File: config.mk
export PLATFORM = sky130hd
export DESIGN_NAME = byte_fifo_alert
export DESIGN_NICKNAME = d
export VERILOG_FILES = /design/src/rtl/byte_fifo_alert.sv
export SDC_FILE = /design/constraint.sdc
export NUM_CORES = 1
export LEC_CHECK = 0
export BUFFER_PORTS_ARGS = -buffer_cell sky130_fd_sc_hd__buf_2
export CAP_MARGIN = 0
export CORE_MARGIN = 2
export CORE_UTILIZATION = 46
export CTS_BUF_LIST = sky130_fd_sc_hd__clkbuf_16
export DETAILED_ROUTE_END_ITERATION = 6
export GPL_TIMING_DRIVEN = 0
export PLACE_DENSITY_LB_ADDON = 0.15
export SYNTH_ARGS = -nofsm -noshare
export SYNTH_HDL_FRONTEND = slang
export SYNTH_SLANG_ARGS = --single-unit
File: constraint.sdc
create_clock -name clk -period 4.3 [get_ports clk]
set_input_delay 0.86 -clock clk [delete_from_list [all_inputs] [get_ports clk]]
set_output_delay 0.86 -clock clk [all_outputs]
set_load 0.05 [all_outputs]
File: src/rtl/byte_fifo_alert.sv
module byte_fifo_alert #(
  parameter int DEPTH = 64,
  parameter int DW    = 8,
  parameter int LW    = 6
) (
  input  logic          clk,
  input  logic          rst_n,
  input  logic          flush,
  input  logic          push,
  input  logic [DW-1:0] wdata,
  input  logic          pop,
  output logic [DW-1:0] rdata,
  input  logic [LW-1:0] level,
  output logic [$clog2(DEPTH):0] fill,
  output logic          hi_alert,
  output logic          lo_alert,
  output logic          hi_evt,
  output logic          lo_evt,
  output logic          ovf_err,
  output logic          udf_err
);
  localparam int AW = $clog2(DEPTH);
  localparam int CW = AW + 1;
  localparam logic [CW-1:0] FULL_C = CW'(DEPTH);
  localparam logic [AW-1:0] LAST_C = AW'(DEPTH - 1);

  logic [DW-1:0] mem [DEPTH];
  logic [AW-1:0] wr_ptr, rd_ptr;
  logic [CW-1:0] count;
  logic          hi_q, lo_q;

  wire full   = (count == FULL_C);
  wire empty  = (count == '0);
  wire wr_ok  = push && !full && !flush;
  wire rd_ok  = pop && !empty && !flush;
  wire [CW-1:0] free_sp = FULL_C - count;

  assign fill     = count;
  assign rdata    = mem[rd_ptr];
  assign hi_alert = (free_sp <= CW'(level));
  assign lo_alert = (count <= CW'(level));
  assign hi_evt   = hi_alert && !hi_q;
  assign lo_evt   = lo_alert && !lo_q;

  always_ff @(posedge clk) begin
    if (wr_ok) mem[wr_ptr] <= wdata;
  end

  always_ff @(posedge clk or negedge rst_n) begin
    if (!rst_n) begin
      wr_ptr  <= '0;
      rd_ptr  <= '0;
      count   <= '0;
      ovf_err <= 1'b0;
      udf_err <= 1'b0;
      hi_q    <= 1'b0;
      lo_q    <= 1'b1;
    end else begin
      hi_q <= hi_alert;
      lo_q <= lo_alert;
      if (flush) begin
        wr_ptr  <= '0;
        rd_ptr  <= '0;
        count   <= '0;
        ovf_err <= 1'b0;
        udf_err <= 1'b0;
      end else begin
        if (wr_ok) wr_ptr <= (wr_ptr == LAST_C) ? '0 : wr_ptr + 1'b1;
        if (rd_ok) rd_ptr <= (rd_ptr == LAST_C) ? '0 : rd_ptr + 1'b1;
        if (wr_ok && !rd_ok)      count <= count + 1'b1;
        else if (rd_ok && !wr_ok) count <= count - 1'b1;
        if (push && full) ovf_err <= 1'b1;
        if (pop && empty) udf_err <= 1'b1;
      end
    end
  end

  p_fill_bound_r2: assert property (@(posedge clk) disable iff (!rst_n)
    count <= FULL_C);
  p_no_overflow_r3: assert property (@(posedge clk) disable iff (!rst_n)
    full && push && !pop && !flush |=> full && ovf_err);
  p_ovf_sticky_r3: assert property (@(posedge clk) disable iff (!rst_n)
    ovf_err && !flush |=> ovf_err);
  p_no_underflow_r4: assert property (@(posedge clk) disable iff (!rst_n)
    empty && pop && !push && !flush |=> empty && udf_err);
  p_hold_r5: assert property (@(posedge clk) disable iff (!rst_n)
    push && pop && !full && !empty && !flush |=> $stable(count));
  p_hi_pulse_r8: assert property (@(posedge clk) disable iff (!rst_n)
    hi_evt |=> !hi_evt);
  p_lo_pulse_r8: assert property (@(posedge clk) disable iff (!rst_n)
    lo_evt |=> !lo_evt);
  p_flush_r9: assert property (@(posedge clk) disable iff (!rst_n)
    flush |=> empty && !ovf_err && !udf_err);
endmodule

---- Yosys cells after proc, flatten, opt, wreduce, memory -nomap -nowiden ----
Memory sizes are Yosys's and may differ from the RTL's.
Cells that the tools add are included.
word-level totals
  register bits ........................... 23
  bits in latches ......................... 0
  memory bits (writable) .................. 512
  ROM bits ................................ 0
  bits of input ports ..................... 19
  memories ................................ 1
cells by class
  add/subtract/negate cells ............... 5
  multiply operators ...................... 0
  div/mod/pow operators ................... 0
  magnitude comparators ................... 2
  equality and inequality tests ........... 3
  shifts and indexed selects .............. 0
  muxes and demuxes ....................... 15
  bitwise operators ....................... 0
  reduce and logical (&&, ||, !) cells .... 23
memory list
  memory  words  width  read ports  clocked after Yosys merged registers in  write ports  RTL line  source
  mem     64     8      1           0                                        1            27        logic [DW-1:0] mem [DEPTH];
operator list
  cell                                               count
  two-way mux 6 bit                                  6
  two-way mux 7 bit                                  3
  <= comparator 7 x 6 -> 1 bit                       2
  adder 6 x 1 -> 6 bit (second input constant)       2
  equality test 6 bit (second input constant)        2
  logical AND 1 bit                                  10
  nonzero test 2 bit                                 4
  adder 7 x 1 -> 7 bit (second input constant)       1
  equality test 7 bit (second input constant)        1
  logical NOT 1 bit                                  7
  logical NOT 7 bit                                  1
  subtractor 7 x 1 -> 7 bit (second input constant)  1
  subtractor 7 bit (first input constant)            1
  two-way mux 1 bit                                  6
  nonzero test 3 bit                                 1

---- Logic depth before layout (Yosys ltp) ----
Gate-level depths: netlist (run 1).
  word-level depth ........................ 9
  mapped depth ............................ 14
  mapped depth without buffers ............ 14

---- Worst setup path after synthesis (run 1) ----
Ideal clock, no wire load.
  path kind ............................... register -> output
  start point ............................. register count[0] (netlist: fill[0])
  end point ............................... output hi_evt
  arrival time ............................ 3.538 ns
  data required time ...................... 3.440 ns
  path slack .............................. -0.098 ns
  cell stages (with the launch flop) ...... 10
  buffers on the path ..................... 0
  cells stage by stage .................... dfrtp_1 -> inv_1 -> ha_1 -> or3b_4 -> xor2_1 -> ha_1 -> a21o_1 -> a211oi_1 -> o21a_1 -> nor2b_1
between the ends
  word-level cells in the longest chain between the ends .. 3
RTL lines
  item                          RTL line  source
  start: declaration            29        logic [CW-1:0] count;
  start signal: assignment      70        if (wr_ok && !rd_ok) count <= count + 1'b1;
  start signal: assignment      71        else if (rd_ok && !wr_ok) count <= count - 1'b1;
  subtractor 7 bit              36        wire [CW-1:0] free_sp = FULL_C - count;
  <= comparator 7 x 6 -> 1 bit  40        assign hi_alert = (free_sp <= CW'(level));
  via hi_alert                  15        output logic hi_alert,
  logical AND 1 bit             42        assign hi_evt = hi_alert && !hi_q;
  end: declaration              17        output logic hi_evt,
The timed path passes the listed nets, and every way through them passes these cells.

---- Worst setup path after layout (run 1) ----
  start point ............................. register rd_ptr[0]
  end point ............................... output rdata[2]
between the ends
  word-level cells in the longest chain between the ends .. 1
RTL lines
  item                      RTL line  source
  start: declaration        28        logic [AW-1:0] wr_ptr, rd_ptr;
  start signal: assignment  69        if (rd_ok) rd_ptr <= (rd_ptr == LAST_C) ? '0 : rd_ptr + 1'b1;
  memory read (64 x 8 bit)  -
  end: declaration          12        output logic [DW-1:0] rdata,
No other way between the ends.

==> results of run 1 <==
final timing paths:
| check | startpoint | end | slack [ns] | cells after the start |
|---|---|---|---|---|
| min reg2reg | udf_err | udf_err | 0.50 | 2 |
| max in group asynchronous | rst_n | fill[1] | 3.60 | 1 |
| min in group clk | udf_err | udf_err | 0.50 | 2 |
| max | rd_ptr[0] | rdata[2] | 0.15 | 10 |
| min | rst_n | fill[4] | 0.27 | 1 |
| max reg2reg | fill[0] | fill[6] | 0.49 | 13 |
stage by stage:
step	setup slack, ns	cell area [um2]	hold slack, ns	utilization
finish	0.155	24500	0.271	0.525
global route	0.00687	24500	0.299	0.525
CTS	0.00173	24500	0.260	0.524
detailed placement	0.449	22700	0.495	0.487
global placement	0.511	22700	0.482	0.487
floorplan	0.124	21800	0.564	-
metal layers:
layer / part of all wire / track usage
met5: 0 / 0
met4: 0.022 / 0.0562
met1: 0.44 / 0.303
met3: 0.055 / 0.0352
met2: 0.49 / 0.363
state kept, by name, summed over array words and instances, names as in the netlist:
register / count
fill: 7
hi_q: 1
lo_q: 1
mem: 512
ovf_err: 1
rd_ptr: 6
udf_err: 1
wr_ptr: 6
power by group through the flow:
stage               clock network (W)  registers [W]  logic, W
floorplan                           0        0.00604   0.00189
global placement                    0        0.00596   0.00279
detailed placement                  0        0.00596   0.00281
CTS                           0.00469        0.00586   0.00282
global route                  0.00489        0.00587   0.00304
finish                        0.00462        0.00586   0.00283
cells by family (layout without fill, tap and decap cells):
| group | Yosys count | count (layout) |
|---|---|---|
| xor+xnor | 10 | 10 |
| mux | 203 | 203 |
| compound gates | 157 | 157 |
| buf+inv | 75 | 214 |
| simple gates | 236 | 236 |
| flops | 535 | 535 |
| fa+ha+maj | 21 | 21 |
worst register-to-register path, stage by stage, from the launching register on:
cell and delay, ns:
sky130_fd_sc_hd__dfrtp_1 0.42, sky130_fd_sc_hd__inv_2 0.13, sky130_fd_sc_hd__ha_2 0.22, sky130_fd_sc_hd__nor2b_1 0.27, sky130_fd_sc_hd__nand2_1 0.12, sky130_fd_sc_hd__o21ai_1 0.56, sky130_fd_sc_hd__nand2_1 0.36, sky130_fd_sc_hd__ha_1 0.40
sky130_fd_sc_hd__nor2b_1 0.17, sky130_fd_sc_hd__o31a_1 0.28, sky130_fd_sc_hd__o21ai_1 0.17, sky130_fd_sc_hd__nand2b_1 0.11, sky130_fd_sc_hd__and3_1 0.20, sky130_fd_sc_hd__o31a_1 0.27
Yosys cell counts (2+ instances only):
cell / number / share of area
sky130_fd_sc_hd__o21ai_1: 6 / 0.0014
sky130_fd_sc_hd__ha_1: 20 / 0.012
sky130_fd_sc_hd__inv_1: 11 / 0.0019
sky130_fd_sc_hd__mux4_2: 74 / 0.077
sky130_fd_sc_hd__nand2_1: 52 / 0.0090
sky130_fd_sc_hd__o31a_1: 3 / 0.0012
sky130_fd_sc_hd__o21ai_0: 19 / 0.0044
sky130_fd_sc_hd__dfrtp_1: 22 / 0.025
sky130_fd_sc_hd__o22ai_1: 3 / 0.00086
sky130_fd_sc_hd__nand2b_1: 3 / 0.00086
sky130_fd_sc_hd__edfxtp_1: 512 / 0.71
sky130_fd_sc_hd__a21oi_1: 37 / 0.0085
sky130_fd_sc_hd__o21a_1: 6 / 0.0021
sky130_fd_sc_hd__and2_1: 2 / 0.00057
sky130_fd_sc_hd__a22oi_1: 61 / 0.021
sky130_fd_sc_hd__buf_2: 26 / 0.0060
sky130_fd_sc_hd__clkbuf_1: 25 / 0.0043
sky130_fd_sc_hd__xor2_1: 6 / 0.0024
sky130_fd_sc_hd__and3_1: 2 / 0.00057
sky130_fd_sc_hd__nand3b_1: 4 / 0.0014
sky130_fd_sc_hd__a21o_1: 2 / 0.00069
sky130_fd_sc_hd__xnor2_1: 4 / 0.0016
sky130_fd_sc_hd__nor3_1: 7 / 0.0016
sky130_fd_sc_hd__nand3_1: 48 / 0.011
sky130_fd_sc_hd__buf_6: 2 / 0.0010
sky130_fd_sc_hd__and4_1: 2 / 0.00081
sky130_fd_sc_hd__nor2_1: 91 / 0.016
sky130_fd_sc_hd__nor2b_1: 13 / 0.0037
sky130_fd_sc_hd__or3_1: 2 / 0.00057
sky130_fd_sc_hd__buf_1: 3 / 0.00052
sky130_fd_sc_hd__a31oi_1: 10 / 0.0029
sky130_fd_sc_hd__buf_4: 8 / 0.0028
sky130_fd_sc_hd__mux2i_1: 128 / 0.059
final cells by class:
type / instances / area, um2
Fill cell: 3821 / 22200
Sequential cell: 535 / 16000
Multi-Input combinational cell: 627 / 5470
Clock buffer: 55 / 1380
Tap cell: 607 / 759
Clock inverter: 45 / 357
Buffer: 64 / 347
Timing Repair Buffer: 39 / 198
Inverter: 11 / 41.3
timing repair:
action / in CTS / in global routing
setup endpoints to repair: 8 / 9
pin swaps: 0 / 1
resized for setup: 5 / 23
cell usage in the layout, fill, tap and decap left out, types with 7 or more instances in the layout:
cell,count
sky130_fd_sc_hd__buf_4,8
sky130_fd_sc_hd__mux4_2,74
sky130_fd_sc_hd__o21ai_0,18
sky130_fd_sc_hd__nor2_1,90
sky130_fd_sc_hd__edfxtp_1,512
sky130_fd_sc_hd__nor2b_1,10
sky130_fd_sc_hd__mux2i_1,128
sky130_fd_sc_hd__clkinv_1,12
sky130_fd_sc_hd__inv_1,24
sky130_fd_sc_hd__buf_2,57
sky130_fd_sc_hd__a22oi_1,61
sky130_fd_sc_hd__clkinv_2,8
sky130_fd_sc_hd__a21oi_1,37
sky130_fd_sc_hd__clkbuf_4,7
sky130_fd_sc_hd__o21ai_1,7
sky130_fd_sc_hd__a31oi_1,10
sky130_fd_sc_hd__nand2_1,52
sky130_fd_sc_hd__nand3_1,48
sky130_fd_sc_hd__clkbuf_1,19
sky130_fd_sc_hd__clkbuf_16,55
sky130_fd_sc_hd__dfrtp_1,21
sky130_fd_sc_hd__ha_1,19
==> PnR_summary.wiki, run 1 <==
{| class="wikitable"
! Metric !! Value
|-
| Outcome || finished, final reports clean
|-
| WL per Instance || 26.6 um
|-
| Worst vdd rail ir drop || 0.000407 V
|-
| Reg clk slew, reported paths || 0.06 ns
|-
| Skew final || 0.0168 ns
|-
| Hold Buf Count CTS || 0
|-
| Last weighted congestion value of the routability-driven placer || 0.836
|-
| Kind of capture point of the worst setup path || output port
|-
| Critical-path top delay cell || sky130_fd_sc_hd__clkbuf_1
|-
| Critical Path AT || 3.29 ns
|-
| Crit path buffers/inverters || 4
|-
| Total Die Area || 49,100 um2
|-
| Leakage power figure || 7.81 nW
|-
| Post-Synth Adder-Cell Area || 0.0124
|-
| Register bit count reported by yosys || 535
|-
| Antenna Cells || 0
|-
| Critical Path Start Type || register
|-
| Syn nets || 1,277
|-
| Power share of the sequential group || 0.440
|-
| Clock buffers created by TritonCTS || 55
|-
| Post-synthesis xor/xnor area fraction || 0.00403
|-
| Internal || 0.00952 W
|-
| Part of the power in combinational logic || 0.213
|-
| # Post-CTS Setup Buffers || 0
|-
| PD cells || 543 nW/um2
|-
| Number of cells in the design after placement || 1,883
|-
| Simple-gate portion of the synthesized area || 0.0495
|-
| Commonest register cell after synthesis || sky130_fd_sc_hd__edfxtp_1
|-
| Fraction of layout instances using a drive strength above 1 || 0.181
|-
| Ratio of final minimum period to clock period || 0.964
|-
| Average vias per placed instance || 5.82
|-
| Layout net count || 1,373
|-
| Count of buffers from port buffering || 39
|-
| Proportion of synthesized chip area in sequential cells || 0.733
|-
| Non-filler cells, final || 1,983
|-
| DRC marker count from the first detailed-route iteration || 1,130
|-
| Number of distinct library cells after synthesis || 56
|-
| Clk Tree Root Cell || sky130_fd_sc_hd__clkbuf_16
|-
| Buffer depth of the longest clock path || 3
|-
| Cells after synthesis || 1,237
|-
| Number of slew-limit violations in the final report || 0
|-
| Pre-antenna DRT Iters || 6
|-
| Transition time at the pin with the least slew margin || 1.35 ns
|-
| Number of global-route vias before repair || 11,700
|-
| Average instance area after synthesis || 17.6 um2
|-
| Core Rows || 79
|-
| Maximum number of pins on one net before global-route repair || 65
|-
| RSZ-0062 raised after global routing || false
|-
| Placeable Area || 46,700 um2
|-
| Clock power frac || 0.347
|-
| Netlist area before placement || 21,800 um2
|-
| DRC violation count after routing || 0
|-
| Horiz. Die Dim || 221 um
|-
| Worst slew margin relative to its limit || 0.0979
|-
| IO Count || 40
|-
| Final setup violation count || 0
|-
| CP Cell Sequence || buf_4 -> buf_4 -> nor2_1 -> clkbuf_1 -> nand2_1 -> a31oi_1 -> nand2_1 -> o21ai_0 -> nand2_1 -> buf_2
|-
| Count of yosys warnings during synthesis || 0
|-
| Tot GR Track Use || 0.218
|-
| Max-cap violations || 0
|-
| Combinational family with the most area after synthesis || multiplexers
|-
| Hold violation total from the final report || 0
|-
| Vias || 11,500
|-
| Half-perimeter wire length after detailed placement || 33,000 um
|-
| First-pass GRT wire length || 78,000 um
|-
| Asr flop ratio synth || 0.0430
|-
| Total number of H-tree levels || 2
|-
| Remaining number of nets flagged by the antenna check after routing || 0
|-
| Chip Height || 221 um
|-
| Sum of overflow across all layers after global routing || 0
|-
| Cell type with the highest occurrence count on the critical path || sky130_fd_sc_hd__nand2_1
|-
| Count of flip-flops with a built-in enable after synthesis || 512
|-
| Sum of internal, switching and leakage power || 0.0133 W
|-
| Top cell family by delay on the critical path || buffers and inverters
|-
| Initial cell density of the core || 0.466
|-
| Critical path fanouts, max || 10
|-
| Max Freq || 241 MHz
|-
| Switching power share of the total || 0.285
|-
| Synth Area in Compound Gates || 0.0484
|-
| Largest stage delay on the critical path || 0.48 ns
|-
| Antenna violations before repair || 0
|-
| CTS tree || done
|-
| Share of synthesized area spent on multiplexers || 0.136
|-
| Area overhead of the layout relative to synthesis || 12.6%
|-
| Required time at the endpoint of the critical path || 3.44 ns
|-
| Psw || 0.00379 W
|-
| Clock Latency Late Sink || 0.61 ns
|-
| Final critical delay including setup and external delays || 4.15 ns
|-
| Final sum of negative setup slack || 0 ns
|-
| Hold Path Class || in2async
|-
| Crit path kind || reg2out
|-
| Routed WL || 52,700 um
|-
| Sinks on the clock net || 535
|}
Note: power is estimated with default switching activity, not from simulation.
==> inputs of run 2 (changes only) <==
--- a/config.mk
+++ b/config.mk
@@ -13,6 +13,7 @@
 export DETAILED_ROUTE_END_ITERATION = 6
 export GPL_TIMING_DRIVEN = 0
 export PLACE_DENSITY_LB_ADDON = 0.15
+export SETUP_SLACK_MARGIN = 0.5
 export SYNTH_ARGS = -nofsm -noshare
 export SYNTH_HDL_FRONTEND = slang
 export SYNTH_SLANG_ARGS = --single-unit
==> run 2 against run 1 <==
The run now ends with design-rule violations left. Critical endpoint is now hi_evt. Wire length is 0.84% higher. Sequential power hardly changed. Die area stayed put. Largest cell class unchanged. Sequential share of layout area is 1.5 points lower. Clock skew is 0.0045 ns higher. Total power is 1.5% higher. Via count is 1.5% higher.
==> PnR_summary.wiki, run 2 (synthesized netlist as in run 1, its figures left out) <==
{| class="wikitable"
! Metric !! Value
|-
| Outcome || finished, violations left
|-
| Violations in the final reports || design-rule violations
|-
| Number of slew-limit violations in the final report || 0
|-
| Max Freq || 265 MHz
|-
| Crit path buffers/inverters || 2
|-
| Initial cell density of the core || 0.466
|-
| Hold violation total from the final report || 0
|-
| Top cell family by delay on the critical path || compound AO/OA/AOI/OAI gates
|-
| WL per Instance || 26.6 um
|-
| Fraction of layout instances using a drive strength above 1 || 0.221
|-
| Average vias per placed instance || 5.87
|-
| Last weighted congestion value of the routability-driven placer || 0.836
|-
| Horiz. Die Dim || 221 um
|-
| Sinks on the clock net || 535
|-
| Critical Path Start Type || register
|-
| Placeable Area || 46,700 um2
|-
| Kind of capture point of the worst setup path || output port
|-
| Half-perimeter wire length after detailed placement || 33,300 um
|-
| Clk Tree Root Cell || sky130_fd_sc_hd__clkbuf_16
|-
| DRC marker count from the first detailed-route iteration || 1,178
|-
| DRC violation count after routing || 1
|-
| Hold Buf Count CTS || 0
|-
| Buffer depth of the longest clock path || 3
|-
| Clock buffers created by TritonCTS || 55
|-
| Final sum of negative setup slack || 0 ns
|-
| Routed WL || 53,100 um
|-
| Ratio of final minimum period to clock period || 0.879
|-
| Required time at the endpoint of the critical path || 3.44 ns
|-
| Skew final || 0.0213 ns
|-
| RSZ-0062 raised after global routing || true
|-
| Largest stage delay on the critical path || 0.42 ns
|-
| CTS tree || done
|-
| Hold Path Class || in2async
|-
| Largest register FFs || 512
|-
| Sum of internal, switching and leakage power || 0.0135 W
|-
| Total Die Area || 49,100 um2
|-
| CP Cell Sequence || inv_2 -> ha_4 -> or3b_4 -> xor2_1 -> ha_1 -> a21o_1 -> a211oi_2 -> o21a_2 -> nor2b_4 -> buf_6
|-
| Final critical delay including setup and external delays || 3.78 ns
|-
| Critical-path top delay cell || sky130_fd_sc_hd__dfrtp_2
|-
| Pre-antenna DRT Iters || 7
|-
| Leakage power figure || 7.97 nW
|-
| Commonest cells after routing, fill and taps aside || sky130_fd_sc_hd__edfxtp_1, sky130_fd_sc_hd__mux2i_1, sky130_fd_sc_hd__nor2_1
|-
| Total number of H-tree levels || 2
|-
| Number of global-route vias before repair || 12,000
|-
| Remaining number of nets flagged by the antenna check after routing || 0
|-
| Vias || 11,700
|-
| Transition time at the pin with the least slew margin || 1.40 ns
|-
| First-pass GRT wire length || 78,100 um
|-
| Count of buffers from port buffering || 39
|-
| Worst-case setup margin in the final layout || 0.520 ns
|-
| Core Rows || 79
|-
| Critical Path AT || 2.92 ns
|-
| IO Count || 40
|-
| Most common library cell in the layout ignoring fill and taps || sky130_fd_sc_hd__edfxtp_1
|-
| PD cells || 539 nW/um2
|-
| Worst vdd rail ir drop || 0.000465 V
|-
| Pre-CTS setup slack || 0.412 ns
|-
| Maximum number of pins on one net before global-route repair || 65
|-
| Layout net count || 1,389
|-
| Worst slew margin relative to its limit || 0.0681
|-
| Max-cap violations || 0
|-
| Register with the most flip-flops || mem
|-
| Area overhead of the layout relative to synthesis || 15.2%
|-
| Antenna Cells || 0
|-
| Critical path fanouts, max || 3
|-
| Antenna violations before repair || 0
|-
| Reg clk slew, reported paths || 0.06 ns
|-
| Chip Height || 221 um
|-
| Crit path kind || reg2out
|-
| Sum of overflow across all layers after global routing || 0
|-
| Tot GR Track Use || 0.218
|-
| Final setup violation count || 0
|-
| Clock Latency Late Sink || 0.61 ns
|}
run 2: area by class of cell:
cell class | instances | area [um2]
Fill cell | 3725 | 21600
Sequential cell | 535 | 16000
Multi-Input combinational cell | 627 | 5640
Clock buffer | 56 | 1400
Tap cell | 607 | 759
Buffer | 64 | 577
Timing Repair Buffer | 55 | 448
Clock inverter | 43 | 243
Inverter | 11 | 41.3
run 2: power by group:
group          leakage, nW  internal (W)  switching [W]
logic                 2.21       0.00140        0.00186
clock network        0.861       0.00246        0.00193
registers             4.91       0.00578      0.0000860
total                 7.97       0.00963        0.00388
run 2: routing by layer:
metal | wire length (um) | global-route usage | vias up
met3 | 3110 | 0.0349 | 85
li1 | - | - | 5171
met5 | 0 | 0 | -
met2 | 26400 | 0.367 | 357
met4 | 1330 | 0.0623 | 0
met1 | 22300 | 0.297 | 6106
run 2: final timing paths:
check	start	cells after the start	slack [ns]	to
setup / recovery	fill[1]	10	0.52	hi_evt
hold / removal	rst_n	1	0.27	udf_err
setup reg to reg	fill[1]	9	0.66	mem[19][5]
hold reg to reg	udf_err	2	0.50	udf_err
max in group asynchronous	rst_n	1	3.60	rd_ptr[0]
min in group clk	udf_err	2	0.50	udf_err
run 2: timing repair:
action	4_1_cts	5_1_grt
endpoints found under the hold margin	0	0
setup buffers	9	3
gates cloned	0	3
resized for setup	116	50
pin swaps	7	7
setup endpoints to repair	11	20
run 2: stage by stage:
stage	hold WS (ns)	utilization	instances	cell area (um2)
after CTS	0.259	0.531	1991	24800
final	0.269	0.537	1998	25100
after global placement	0.484	0.487	1883	22700
after detailed placement	0.485	0.487	1883	22700
after floorplan	0.564	-	1237	21800
after global routing	0.286	0.537	1998	25100
==> inputs of run 3 (changes only) <==
--- a/config.mk
+++ b/config.mk
@@ -12,7 +12,8 @@
 export CTS_BUF_LIST = sky130_fd_sc_hd__clkbuf_16
 export DETAILED_ROUTE_END_ITERATION = 6
 export GPL_TIMING_DRIVEN = 0
-export PLACE_DENSITY_LB_ADDON = 0.15
+export MAX_ROUTING_LAYER = met4
+export PLACE_DENSITY_LB_ADDON = 0.12
 export SETUP_SLACK_MARGIN = 0.5
 export SYNTH_ARGS = -nofsm -noshare
 export SYNTH_HDL_FRONTEND = slang
==> run 3 against run 2 <==
The flow now finishes without violations. Clock-buffer cell count is the same. Core utilization grew 0.18 points. Largest power group unchanged. Sequential power is essentially flat. Clock skew shrank 0.0028 ns. Sequential share of layout area shrank 0.21 points. Hold slack lost 0.0077 ns. Clock power grew 5.5%. Final cell count is essentially flat. Combinational power is essentially flat. Die area is the same. Critical endpoint unchanged.
==> PnR_summary.wiki, run 3 (synthesized netlist as in run 1, its figures left out) <==
{| class="wikitable"
! Metric !! Value
|-
| Routed WL || 54,000 um
|-
| Area overhead of the layout relative to synthesis || 15.6%
|-
| RSZ-0062 raised after global routing || true
|-
| Sinks on the clock net || 535
|-
| Total Die Area || 49,100 um2
|-
| WL per Instance || 27.0 um
|-
| Final setup violation count || 0
|-
| PD cells || 546 nW/um2
|-
| Total number of H-tree levels || 2
|-
| Critical Path AT || 2.92 ns
|-
| Reg clk slew, reported paths || 0.06 ns
|-
| Hold violation total from the final report || 0
|-
| Critical Path Start Type || register
|-
| Horiz. Die Dim || 221 um
|-
| Sum of overflow across all layers after global routing || 0
|-
| Critical path fanouts, max || 3
|-
| Layout net count || 1,387
|-
| Commonest cells after routing, fill and taps aside || sky130_fd_sc_hd__edfxtp_1, sky130_fd_sc_hd__mux2i_1, sky130_fd_sc_hd__nor2_1
|-
| Met2 routing resource usage after global routing || 0.374
|-
| Transition time at the pin with the least slew margin || 1.32 ns
|-
| Outcome || finished, final reports clean
|-
| Vias || 11,700
|-
| Antenna Cells || 0
|-
| First-pass GRT wire length || 78,800 um
|-
| Register with the most flip-flops || mem
|-
| Core Rows || 79
|-
| Crit path kind || reg2out
|-
| Clk Tree Root Cell || sky130_fd_sc_hd__clkbuf_16
|-
| Clock Latency Late Sink || 0.62 ns
|-
| Tot GR Track Use || 0.229
|-
| DRC violation count after routing || 0
|-
| Count of buffers from port buffering || 39
|-
| Hold Buf Count CTS || 0
|-
| Final sum of negative setup slack || 0 ns
|-
| Power share of the sequential group || 0.427
|-
| Skew final || 0.0185 ns
|-
| Psw || 0.00393 W
|-
| Initial cell density of the core || 0.466
|-
| Max-cap violations || 0
|-
| IO Count || 40
|-
| Leakage power figure || 8.02 nW
|-
| Last weighted congestion value of the routability-driven placer || 0.861
|-
| CTS tree || done
|-
| Switching power share of the total || 0.286
|-
| Largest register FFs || 512
|-
| Length in cells of the worst reg-to-reg path || 9
|-
| Part of the power in combinational logic || 0.235
|-
| Ratio of final minimum period to clock period || 0.879
|-
| Antenna violations before repair || 0
|-
| Clock power frac || 0.338
|-
| Half-perimeter wire length after detailed placement || 33,800 um
|-
| Max Freq || 265 MHz
|-
| Worst slew margin relative to its limit || 0.121
|-
| Final critical delay including setup and external delays || 3.78 ns
|-
| Layer with the highest usage || met2
|-
| Clock buffers created by TritonCTS || 56
|-
| Hold WS || 0.261 ns
|-
| Buffer depth of the longest clock path || 3
|-
| DRC marker count from the first detailed-route iteration || 1,045
|-
| Hold Path Class || in2async
|-
| Kind of capture point of the worst setup path || output port
|-
| Maximum number of pins on one net before global-route repair || 65
|-
| Number of slew-limit violations in the final report || 0
|-
| Fraction of layout instances using a drive strength above 1 || 0.223
|-
| Placeable Area || 46,700 um2
|-
| Average vias per placed instance || 5.87
|-
| Required time at the endpoint of the critical path || 3.44 ns
|-
| Met3 track demand over resource || 0.0345
|-
| Pre-antenna DRT Iters || 7
|-
| Remaining number of nets flagged by the antenna check after routing || 0
|-
| Worst vdd rail ir drop || 0.000495 V
|-
| Chip Height || 221 um
|-
| Number of global-route vias before repair || 11,900
|-
| Internal || 0.00980 W
|-
| Fill cell total of the finished layout || 3,751
|-
| GRT met1 Usage || 0.305
|-
| Most common library cell in the layout ignoring fill and taps || sky130_fd_sc_hd__edfxtp_1
|}
-- run 3: cell count changes in the layout (fill, tap and decap cells not counted), moves of 2 or more --
cell,previous run,this run
sky130_fd_sc_hd__bufinv_16,2,5
sky130_fd_sc_hd__buf_4,21,19
sky130_fd_sc_hd__buf_12,8,5
sky130_fd_sc_hd__buf_6,20,24
sky130_fd_sc_hd__inv_1,22,25
sky130_fd_sc_hd__o21ai_2,4,2
sky130_fd_sc_hd__clkinv_2,9,6
sky130_fd_sc_hd__clkbuf_16,59,56
sky130_fd_sc_hd__buf_16,0,2
sky130_fd_sc_hd__o22ai_2,0,2
sky130_fd_sc_hd__clkbuf_4,8,6
sky130_fd_sc_hd__clkbuf_2,6,8
sky130_fd_sc_hd__o22ai_1,3,1
sky130_fd_sc_hd__clkinv_8,1,3
-- run 3: cell type report --
class                      instances  area, um2  share of cell area
buffer                            64        576              0.0229
clock buffer                      56       1400              0.0557
clock inverter                    47        358              0.0142
inverter                          11       43.8             0.00174
multi-input combinational        627       5660               0.225
sequential                       535      16000               0.634
tap                              607        759              0.0302
timing repair buffer              52        392              0.0156
-- run 3: power by group through the flow --
stage | Combinational, W | Sequential (W) | Clock, W
2_1_floorplan | 0.00190 | 0.00605 | 0
4_1_cts | 0.00318 | 0.00586 | 0.00471
6_report | 0.00323 | 0.00586 | 0.00463
3_3_place_gp | 0.00280 | 0.00597 | 0
5_1_grt | 0.00344 | 0.00587 | 0.00491
3_5_place_dp | 0.00283 | 0.00597 | 0
-- run 3: path summary, 6_finish.rpt --
kind                              start          to  slack [ns]
max in group asynchronous         rst_n     fill[1]        3.60
worst max register to register  fill[1]  mem[27][4]        0.74
worst min-delay path              rst_n     ovf_err        0.26
min in group clk                udf_err     udf_err        0.51
worst max-delay path            fill[1]      hi_evt        0.52
worst min register to register  udf_err     udf_err        0.51
-- run 3: what timing repair did --
| action | 4_1_cts | 5_1_grt |
|---|---|---|
| setup buffers | 9 | 2 |
| endpoints found under the setup margin | 12 | 18 |
| resized for setup | 126 | 46 |
| pin swaps | 6 | 3 |
| cloned | 1 | 0 |
-- run 3: worst max-delay path: stages (launching register included) --
cell and delay [ns]:
sky130_fd_sc_hd__dfrtp_2 0.42, sky130_fd_sc_hd__inv_4 0.07, sky130_fd_sc_hd__ha_4 0.13, sky130_fd_sc_hd__or3b_4 0.38, sky130_fd_sc_hd__xor2_1 0.15, sky130_fd_sc_hd__ha_1 0.32
sky130_fd_sc_hd__a21o_1 0.18, sky130_fd_sc_hd__a211oi_2 0.18, sky130_fd_sc_hd__o21a_2 0.18, sky130_fd_sc_hd__nor2b_4 0.14, sky130_fd_sc_hd__buf_6 0.16
-- run 3: per-layer routing --
layer,routed length (um),vias to the layer above
met4,1160,0
met3,2910,65
met5,0,-
met1,23000,6158
li1,-,5172
met2,27000,332
-- run 3: per-stage QoR --
| step | cell area (um2) | utilization | cells | setup WS, ns | power [W] |
|---|---|---|---|---|---|
| floorplan | 21800 | - | 1237 | 0.441 | 0.00795 |
| global placement | 22700 | 0.487 | 1883 | 0.442 | 0.00876 |
| detailed placement | 22700 | 0.487 | 1883 | 0.427 | 0.00880 |
| CTS | 25000 | 0.535 | 1996 | 0.493 | 0.0138 |
| global route | 25100 | 0.539 | 1999 | 0.379 | 0.0142 |
| finish | 25100 | 0.539 | 1999 | 0.521 | 0.0137 |
